--- config.mk ---
export PLATFORM = sky130hd
export DESIGN_NAME = chol3_engine
export DESIGN_NICKNAME = d
export VERILOG_FILES = /design/src/rtl/chol_pkg.sv /design/src/rtl/chol_div.sv /design/src/rtl/chol_sqrt.sv /design/src/rtl/chol3_engine.sv
export SDC_FILE = /design/constraint.sdc
export NUM_CORES = 2
export LEC_CHECK = 0
export ABC_AREA = 1
export BUFFER_PORTS_ARGS = -buffer_cell sky130_fd_sc_hd__buf_2
export CAP_MARGIN = 20
export CORE_ASPECT_RATIO = 0.5
export CORE_UTILIZATION = 50
export DETAILED_ROUTE_END_ITERATION = 12
export HOLD_SLACK_MARGIN = 0.12
export MAX_ROUTING_LAYER = met4
export PLACE_DENSITY = 0.8
export SLEW_MARGIN = 10
export SYNTH_ARGS = -nofsm -noshare
export SYNTH_HDL_FRONTEND = slang
export SYNTH_SLANG_ARGS = --single-unit
--- constraint.sdc ---
create_clock -name clk -period 10.6 [get_ports clk]
set_input_delay 1.06 -clock clk [delete_from_list [all_inputs] [get_ports clk]]
set_output_delay 1.06 -clock clk [all_outputs]
set_load 0.03 [all_outputs]
--- src/rtl/chol_pkg.sv ---
package chol_pkg;
    localparam int N    = 3;
    localparam int IDXW = 2;

    typedef enum logic [2:0] {
        PH_IDLE,
        PH_ACC,
        PH_ISSUE,
        PH_WAIT,
        PH_FIN
    } ph_e;

    typedef enum logic [1:0] {
        SQ_IDLE,
        SQ_REQ,
        SQ_WAIT
    } sq_e;
endpackage

--- src/rtl/chol_div.sv ---
// Restoring bit-serial divider: one quotient bit per cycle, MSB first.
module chol_div #(
    parameter int DW = 24
) (
    input  logic          clk,
    input  logic          rst_n,
    input  logic          start,
    input  logic [DW-1:0] num,
    input  logic [DW-1:0] den,
    output logic          done,
    output logic [DW-1:0] quo
);
    localparam int CW = $clog2(DW);
    localparam int WW = 2 * DW;

    typedef struct packed {
        logic          busy;
        logic [CW-1:0] cnt;
        logic [WW-1:0] rem;
        logic [WW-1:0] sdv;
        logic [DW-1:0] quo;
        logic          done;
        logic [DW-1:0] num;
        logic [DW-1:0] den;
    } dv_t;

    dv_t q, d;
    logic ge;

    always_comb begin
        d      = q;
        d.done = 1'b0;
        ge     = (q.rem >= q.sdv);
        if (start && !q.busy) begin
            d.busy = 1'b1;
            d.cnt  = CW'(DW - 1);
            d.rem  = {{DW{1'b0}}, num};
            d.sdv  = {1'b0, den, {(DW-1){1'b0}}};
            d.quo  = '0;
            d.num  = num;
            d.den  = den;
        end else if (q.busy) begin
            d.quo = {q.quo[DW-2:0], ge};
            if (ge) begin
                d.rem = q.rem - q.sdv;
            end
            d.sdv = q.sdv >> 1;
            if (q.cnt == '0) begin
                d.busy = 1'b0;
                d.done = 1'b1;
            end else begin
                d.cnt = q.cnt - 1'b1;
            end
        end
    end

    always_ff @(posedge clk or negedge rst_n) begin
        if (!rst_n) q <= '0;
        else        q <= d;
    end

    assign done = q.done;
    assign quo  = q.quo;

    logic [WW-1:0] chk_prod;
    assign chk_prod = {{DW{1'b0}}, q.quo} * {{DW{1'b0}}, q.den};


    div_floor_chk: assert property (@(posedge clk) disable iff (!rst_n)
        q.done |-> (chk_prod <= {{DW{1'b0}}, q.num}) &&
                   (({{DW{1'b0}}, q.num} - chk_prod) < {{DW{1'b0}}, q.den}));


    div_nonzero_chk: assert property (@(posedge clk) disable iff (!rst_n)
        (start && !q.busy) |-> (den != '0));
endmodule

--- src/rtl/chol_sqrt.sv ---
// Newton square-root sequencer; borrows the shared divider for each step.
module chol_sqrt #(
    parameter int DW   = 24,
    parameter int ITER = 3,
    parameter int GB   = 8
) (
    input  logic          clk,
    input  logic          rst_n,
    input  logic          start,
    input  logic [DW-1:0] rad,
    output logic          div_start,
    output logic [DW-1:0] div_num,
    output logic [DW-1:0] div_den,
    input  logic          div_done,
    input  logic [DW-1:0] div_quo,
    output logic          done,
    output logic [DW-1:0] root
);
    import chol_pkg::*;

    localparam int ITW = $clog2(ITER + 1);
    localparam logic [DW-1:0] SEED = DW'((1 << GB) - 1);

    typedef struct packed {
        sq_e            st;
        logic [DW-1:0]  x;
        logic [ITW-1:0] it;
        logic [DW-1:0]  rad;
        logic           done;
    } sq_t;

    sq_t q, d;
    logic [DW:0] avg;

    always_comb begin
        d      = q;
        d.done = 1'b0;
        avg    = ({1'b0, q.x} + {1'b0, div_quo}) >> 1;
        case (q.st)
            SQ_IDLE: begin
                if (start) begin
                    d.st  = SQ_REQ;
                    d.x   = SEED;
                    d.it  = '0;
                    d.rad = rad;
                end
            end
            SQ_REQ: d.st = SQ_WAIT;
            SQ_WAIT: begin
                if (div_done) begin
                    d.x  = avg[DW-1:0];
                    d.it = q.it + 1'b1;
                    if (q.it == ITW'(ITER - 1)) begin
                        d.st   = SQ_IDLE;
                        d.done = 1'b1;
                    end else begin
                        d.st = SQ_REQ;
                    end
                end
            end
            default: d.st = SQ_IDLE;
        endcase
    end

    always_ff @(posedge clk or negedge rst_n) begin
        if (!rst_n) q <= '0;
        else        q <= d;
    end

    assign div_start = (q.st == SQ_REQ);
    assign div_num   = q.rad;
    assign div_den   = q.x;
    assign done      = q.done;
    assign root      = q.x;


    sq_start_idle_chk: assert property (@(posedge clk) disable iff (!rst_n)
        start |-> (q.st == SQ_IDLE));


    sq_den_nonzero_chk: assert property (@(posedge clk) disable iff (!rst_n)
        div_start |-> (q.x != '0));
endmodule

--- src/rtl/chol3_engine.sv ---
module chol3_engine #(
    parameter int IW   = 16,
    parameter int DW   = 24,
    parameter int ITER = 3,
    parameter int GB   = 8
) (
    input  logic                                   clk,
    input  logic                                   rst_n,
    input  logic                                   start,
    input  logic [chol_pkg::N*chol_pkg::N*IW-1:0]  a_in,
    output logic [chol_pkg::N*chol_pkg::N*DW-1:0]  l_out,
    output logic                                   done,
    output logic                                   err
);
    import chol_pkg::*;

    localparam int SW = 2 * DW + 2;
    localparam int NE = N * N;

    typedef struct packed {
        ph_e                             ph;
        logic [IDXW-1:0]                 i;
        logic [IDXW-1:0]                 j;
        logic [IDXW-1:0]                 k;
        logic [SW-1:0]                   sum;
        logic                            err;
        logic [N-1:0][N-1:0][DW-1:0]     a;
        logic [N-1:0][N-1:0][DW-1:0]     l;
    } st_t;

    st_t q, d;

    logic [2*DW-1:0] prod;
    logic [SW-1:0]   a_ext;
    logic [SW-1:0]   diff;
    logic            under;
    logic            diag;

    logic            ctl_div_start;
    logic [DW-1:0]   ctl_num;
    logic            sq_start;
    logic            sq_div_start;
    logic [DW-1:0]   sq_div_num;
    logic [DW-1:0]   sq_div_den;
    logic            sq_done;
    logic [DW-1:0]   sq_root;
    logic            dv_start;
    logic [DW-1:0]   dv_num;
    logic [DW-1:0]   dv_den;
    logic            dv_done;
    logic [DW-1:0]   dv_quo;

    assign prod  = q.l[q.i][q.k] * q.l[q.j][q.k];
    assign a_ext = SW'(q.a[q.i][q.j]);
    assign diff  = a_ext - q.sum;
    assign under = (q.sum >= a_ext);
    assign diag  = (q.i == q.j);

    assign ctl_num       = under ? '0 : diff[DW-1:0];
    assign ctl_div_start = (q.ph == PH_ISSUE) && !diag;
    assign sq_start      = (q.ph == PH_ISSUE) && diag && !under;

    assign dv_start = ctl_div_start | sq_div_start;
    assign dv_num   = sq_div_start ? sq_div_num : ctl_num;
    assign dv_den   = sq_div_start ? sq_div_den : q.l[q.j][q.j];

    chol_div #(.DW(DW)) u_div (
        .clk   (clk),
        .rst_n (rst_n),
        .start (dv_start),
        .num   (dv_num),
        .den   (dv_den),
        .done  (dv_done),
        .quo   (dv_quo)
    );

    chol_sqrt #(.DW(DW), .ITER(ITER), .GB(GB)) u_sqrt (
        .clk       (clk),
        .rst_n     (rst_n),
        .start     (sq_start),
        .rad       (diff[DW-1:0]),
        .div_start (sq_div_start),
        .div_num   (sq_div_num),
        .div_den   (sq_div_den),
        .div_done  (dv_done),
        .div_quo   (dv_quo),
        .done      (sq_done),
        .root      (sq_root)
    );

    always_comb begin
        d = q;
        case (q.ph)
            PH_IDLE: begin
                if (start) begin
                    d.ph  = PH_ACC;
                    d.i   = '0;
                    d.j   = '0;
                    d.k   = '0;
                    d.sum = '0;
                    d.err = 1'b0;
                    d.l   = '0;
                    d.a   = '0;
                    for (int r = 0; r < N; r++) begin
                        for (int c = 0; c <= r; c++) begin
                            d.a[r][c] = {{(DW-IW){1'b0}}, a_in[IW*(N*r+c) +: IW]};
                        end
                    end
                end
            end
            PH_ACC: begin
                if (q.k == q.j) begin
                    d.ph = PH_ISSUE;
                end else begin
                    d.sum = q.sum + SW'(prod);
                    d.k   = q.k + 1'b1;
                end
            end
            PH_ISSUE: begin
                if (diag && under) begin
                    d.err = 1'b1;
                    d.ph  = PH_FIN;
                end else begin
                    d.ph = PH_WAIT;
                end
            end
            PH_WAIT: begin
                if (diag ? sq_done : dv_done) begin
                    d.l[q.i][q.j] = diag ? sq_root : dv_quo;
                    d.k   = '0;
                    d.sum = '0;
                    d.ph  = PH_ACC;
                    if (diag) begin
                        d.j = '0;
                        if (q.i == IDXW'(N - 1)) begin
                            d.ph = PH_FIN;
                        end else begin
                            d.i = q.i + 1'b1;
                        end
                    end else begin
                        d.j = q.j + 1'b1;
                    end
                end
            end
            PH_FIN: d.ph = PH_IDLE;
            default: d.ph = PH_IDLE;
        endcase
    end

    always_ff @(posedge clk or negedge rst_n) begin
        if (!rst_n) q <= '0;
        else        q <= d;
    end

    for (genvar r = 0; r < N; r++) begin : g_row
        for (genvar c = 0; c < N; c++) begin : g_col
            if (c <= r) begin : g_low
                assign l_out[DW*(NE-1-(N*r+c)) +: DW] = q.l[r][c];
            end else begin : g_up
                assign l_out[DW*(NE-1-(N*r+c)) +: DW] = '0;
            end
        end
    end

    assign done = (q.ph == PH_FIN);
    assign err  = q.err;


    done_pulse_chk: assert property (@(posedge clk) disable iff (!rst_n)
        done |=> !done);


    idle_hold_chk: assert property (@(posedge clk) disable iff (!rst_n)
        (q.ph == PH_IDLE && !start) |=> ($stable(l_out) && $stable(err)));


    err_tail_chk: assert property (@(posedge clk) disable iff (!rst_n)
        (done && err) |-> (l_out[DW-1:0] == '0));


    one_issuer_chk: assert property (@(posedge clk) disable iff (!rst_n)
        !(ctl_div_start && sq_div_start));


    sum_complete_chk: assert property (@(posedge clk) disable iff (!rst_n)
        (q.ph == PH_ISSUE) |-> (q.k == q.j));
endmodule

-- Word level (Yosys, flattened, before mapping)
Index checks and enable logic that the tools add are counted.
- register bits: 552
- input port bits: 147
- output and inout port bits: 218
- word-level logic and storage cells: 155
- add/sub/neg operators: 9
- $mul: 1
- $lt $le $gt $ge: 7
- eq/ne operators: 20
- multiplexer cells: 55
- bitwise operators: 1
- reductions and logical operators: 30
- operators with widths (cell ; count):
    $mux 492 ; 1
    $bmux 72 s2 ; 3
    $pmux 216 s2 ; 1
    $mux 72 ; 4
    $bwmux 216 ; 1
    $mux 216 ; 1
    $mux 24 ; 9
    $bmux 24 s2 ; 4
    $pmux 52 s3 ; 1
    $demux 72 s2 ; 1
    $mux 127 ; 1
    $mux 126 ; 1
    $mux 52 ; 2
    $mux 59 ; 1
    $pmux 26 s2 ; 1
    $add 50x48->50 ; 1
    $ge 50x24->1 ; 1
    $demux 24 s2 ; 1
    $ge 48x48->1 ; 1
    $mul 24x24->48 ; 1
    $mux 48 ; 1
    $sub 48x48->48 ; 1
    $mux 28 ; 1
    $add 24x24->25 ; 1
    33 further kinds ; 82

-- Logic depth before layout (Yosys ltp)
- word-level depth: 9
- mapped depth: 39
- gate-level depth less buffers: 36

-- Hierarchy
A second synthesis with hierarchy kept.
- cells, all modules: 8126
- area total of the unflattened synthesis: 58035.7 um2
- by module, submodules not included (module ; times used ; cells an instance ; area an instance (um2) ; sequential area each (um2)):
    chol3_engine ; 1 ; 5960 ; 44023.5 ; 9308.9
    chol_div ; 1 ; 1511 ; 9669.3 ; 3153.0
    chol_sqrt ; 1 ; 655 ; 4342.9 ; 1326.3

-- Worst setup path before layout
No wires, ideal clock.
- path kind: reg-to-reg
- from: reg q[485] (netlist bit)
- to: reg q[482] (netlist bit)
- library setup time: 0.118 ns
- data arrival time: 7.015 ns
- required time: 10.482 ns
- slack: 3.467 ns
- cell stages (with the launch flop): 37
- path buffers: 4
- period minus slack after synthesis: 7.133 ns
- cell sequence: dfrtp_1 -> buf_2 -> nor2_1 -> buf_2 -> buf_1 -> nand2_1 -> o21ai_0 -> nand2_1 -> nand3_1 -> clkbuf_1 -> nand2_1 -> fa_1 -> inv_1 -> fa_1 -> inv_1 -> fa_1 -> inv_1 -> fa_1 -> inv_1 -> fa_1 -> inv_1 -> fa_1 -> inv_1 -> fa_1 -> inv_1 -> ha_1 -> nand2_1 -> nor2_1 -> nand2_1 -> o21ai_0 -> nand2_1 -> nand2_1 -> nand2_1 -> nand2_1 -> nand2_1 -> nand3_1 -> nand2_1
- cells in the longest elaborated chain, start to end: 8
- elaborated cells on any way between the ends: 14
- those cells by class: 1 x add/sub; 1 x mul; 4 x eq/ne; 7 x mux; 1 x reduce/logical
- ends and longest elaborated chain (item ; RTL line ; RTL):
    from (decl) ; chol3_engine.sv:31 ; st_t q, d;
    from (signal assigned) ; chol3_engine.sv:151 ; if (!rst_n) q <= '0;
    from (signal assigned) ; chol3_engine.sv:152 ; else q <= d;
    $bmux 72 s2 ; chol3_engine.sv:53 ; assign prod = q.l[q.i][q.k] * q.l[q.j][q.k];
    $mux 72 (not written as such) ; chol3_engine.sv:53 ;
    $bmux 24 s2 ; chol3_engine.sv:53 ;
    $mux 24 (not written as such) ; chol3_engine.sv:53 ;
    $mul 24x24->48 ; chol3_engine.sv:53 ;
    $add 50x48->50 ; chol3_engine.sv:115 ; d.sum = q.sum + SW'(prod);
    $mux 52 ; chol3_engine.sv:112 ; if (q.k == q.j) begin
    $pmux 52 s3 ; chol3_engine.sv:93 ; case (q.ph)
Several ways; a longest one is shown, not always the timed one. The select of a mux whose other input is x is not followed.
A chain may end at the register's enable or synchronous reset.

-- Worst setup path in the final report
- from: reg q[487] (netlist bit)
- to: reg q[469] (netlist bit)
Same word-level chain as after synthesis.

==> results summary <==
The setup TNS is 0 ps. The count of cells resized by post-cts repair is 0. The die covers 110,000 um^2.

The share of synthesized area occupied by flip-flops and latches came out at 25.3%. The largest fanout on the critical path came out at 37. In this run, the number of DRC markers left after iteration 0 of detailed routing was 6,761. In the synthesized netlist the async set-or-reset flop fraction comes to 100%. Synthesis produced a netlist whose cell count is 7,219. The width of the chip is 469 um. The number of buffers inserted for hold repair after clock tree synthesis came out at 0.

Headroom to the max-slew limit came out at 17.1%. Routability-driven placement finished with a final weighted congestion of 1.04. The least setup slack across all paths after layout is 719 ps.

The count of max-cap constraint violations came out at 0. Dividing the detail-routed wire length by the instance count gives 21.7 um. The delay of the slowest critical-path stage is 800 ps. Setup repair after global routing left no endpoint under its margin. The clock tree from TritonCTS is done.

In the finished design, the share of the clock period the worst path needs comes to 93.2%. The signed area change from the synthesized netlist to the final layout is 5.98%. In the routed design, unresolved DRC markers number 0. The setup clock skew after layout is 72.0 ps. The critical path is of the reg2reg type. The effective utilization at floorplan is 50.5%. The longest clock path from root to sink contains 3 buffers.

The cell area that synthesis handed to floorplanning was 54,400 um^2. The number of inserted filler cells in the final layout came out at 10,115. The number of synthesized flops with an enable pin came out at 0. The number of iterations in the first detailed-routing pass came out at 12. The via count normalized by instance count came out at 5.86. Leaving out fill and tap cells, the most frequent cell in the layout is nand2_1. The half-perimeter wire length after placement is 145 mm. Data on the critical path is required at its endpoint by 11,120 ps. In this run, synthesis produced a sequential element count of 551. The clock network latency to the later pin of the worst-skew pair is 690 ps. The floorplan step set the die height to 235 um.

The endpoint kind of the worst setup timing path is a flop. The final hold violation count is 0. The number of slew-limit violations in the final report came out at 0. Data arrives at the worst endpoint at 10,400 ps.

The count of buffers added by post-CTS timing repair for setup is 0. After floorplanning, the core was sized to cover 108,000 um^2. The total detailed-routing wirelength came out at 188 mm. The number of cells in the finished layout apart from fillers came out at 8,653. The number of routed nets with antenna violations is 0. The count of H-tree levels built during CTS is 2.

During I/O placement, the number of pins put on the boundary was 365. Setup violations remaining at the end of the flow were counted as 0. The number of antenna violations at the first check in global routing is 4. The first global-routing pass estimated 290 mm of wire. The cell area after placement came out at 55,600 um^2. In the layout the commonest cells are nand2_1 (1,482), inv_1 (1,276), nor2_1 (598). The worst-margin pin slew is 1240 ps. The worst setup path is launched from a flop.

The class of the tightest hold or removal check is in2async. The clock buffer count from CTS is 54. Derived from the worst setup path, the maximum achievable clock frequency is 101 MHz. The share of cells above drive strength 1 came out at 6.89%.

The clock net in this run drives a total of 551 sinks. The placement row count is 85. Synthesis instantiated 47 different standard cells from the library. The cell sitting at the root of the clock tree is a clkbuf_16. The slowest stage of the critical path is the nand2_1 cell. The final critical path time including I/O delays and setup came out at 9880 ps. The number of vias in the routed layout is 50,743. The post-placement setup slack came out at 1150 ps. The number of buffers inserted by port buffering is 244. The post-layout instance area is 57,700 um^2.

The maximum number of pins on one net before global-route repair came out at 163. The net count of the finished layout came out at 8,136. The yosys synthesis warning count is 0. The clock transition time at the flip-flop clock pins of the worst setup and hold paths came out at 60 ps.

Counting tap cells, the placed design contains a total of 8,539 instances. The global-route usage over all layers is 35.2%. The post-synthesis area per instance is 7.54 um^2. The number of global-route vias before repair is 48,925.

For this run the aggregate overflow at the end of global routing stands at 0. In the synthesized netlist the dominant register cell turns out to be dfrtp_1. The flow ran to the end, and the final reports show no timing, DRC or antenna violations.
-- cell families after synthesis --
logic type / count (synthesis) / share of synthesized area [%]
AO/OA/AOI/OAI: 1521 / 15.4
other: 1 / 0.00689
buffers and inverters: 1828 / 14.3
XOR/XNOR: 46 / 0.740
adder cells (fa/ha/maj): 821 / 26.2
multiplexers: 2 / 0.0368
AND/OR/NAND/NOR: 2449 / 18.0
flip-flops: 551 / 25.3
-- cells in the mapped netlist (8+ instances only) --
| library cell | n | area [um^2] |
|---|---|---|
| o21ai_1 | 125 | 626 |
| o21a_1 | 15 | 113 |
| a22oi_1 | 9 | 67.6 |
| a21oi_1 | 415 | 2080 |
| buf_1 | 21 | 78.8 |
| a21o_1 | 17 | 128 |
| nor3_1 | 27 | 135 |
| clkbuf_1 | 210 | 788 |
| inv_2 | 24 | 90.1 |
| nand2_1 | 1484 | 5570 |
| or2_2 | 10 | 62.6 |
| a21boi_0 | 9 | 67.6 |
| ha_1 | 288 | 3600 |
| buf_4 | 219 | 1640 |
| o211ai_1 | 23 | 173 |
| a31oi_1 | 18 | 113 |
| nand3b_1 | 16 | 120 |
| a211o_1 | 8 | 70.1 |
| buf_2 | 70 | 350 |
| nor2_1 | 603 | 2260 |
| nor2_2 | 10 | 62.6 |
| o21bai_1 | 28 | 210 |
| dfrtp_1 | 551 | 13800 |
| fa_1 | 533 | 10700 |
| xnor2_1 | 17 | 149 |
| inv_1 | 1277 | 4790 |
| nand3_1 | 248 | 1240 |
| xor2_1 | 29 | 254 |
| o22ai_1 | 257 | 1610 |
| o21ai_0 | 565 | 2830 |
| o221ai_1 | 23 | 201 |
| nand4_1 | 33 | 206 |
-- critical path: cells and delay by family (launching register included) --
family                   cells  cell delay [ps]
AO/OA/AOI/OAI                3              800
adder cells (fa/ha/maj)      8             3990
buffers and inverters        9             2340
flip-flops                   1              390
AND/OR/NAND/NOR             12             2220
-- registers in the layout (all words and copies together), names as in the netlist --
signal,flops
l_out,144
u_div.done,1
u_div.quo,24
u_sqrt.div_den,24
u_sqrt.done,1
u_sqrt.q,4
u_div.q,101
u_sqrt.div_num,24
err,1
q,227
-- routing by layer --
| layer | wire length, um | global-route usage [%] | vias up |
|---|---|---|---|
| li1 | - | - | 22421 |
| met1 | 74100 | 46.8 | 24369 |
| met2 | 77600 | 48.8 | 3316 |
| met3 | 27100 | 12.1 | 637 |
| met4 | 9320 | 14.5 | 0 |
| met5 | 0 | - | - |
-- through the flow --
stage               utilization, %  hold WS, ps
floorplan                        -          437
CTS                           53.4          471
finish                        53.5          431
detailed placement            51.6          454
global placement              51.6          450
global route                  53.5          487
-- final timing paths --
| path | start | endpoint | slack, ps | cells after the start |
|---|---|---|---|---|
| setup / recovery | q[487] | q[469] | 720 | 32 |
| hold / removal | rst_n | u_div.q[144] | 430 | 1 |
| setup reg to reg | q[487] | q[469] | 720 | 32 |
| hold reg to reg | q[327] | q[327] | 470 | 2 |
| max in group asynchronous | rst_n | q[461] | 7700 | 3 |
| min in group clk | q[327] | q[327] | 470 | 2 |
-- final cells by class --
type | count | area (um^2) | area share [%]
Sequential cell | 551 | 13800 | 23.9
Inverter | 1308 | 4910 | 8.52
Multi-Input combinational cell | 4911 | 33200 | 57.5
Clock buffer | 71 | 1520 | 2.63
Antenna cell | 6 | 15.0 | 0.0260
Tap cell | 1435 | 1800 | 3.11
Clock inverter | 29 | 400 | 0.694
Timing Repair Buffer | 342 | 2080 | 3.60
Power is not shown: default switching activity piles up to over one toggle a cycle in this logic, so the estimate is an artifact.
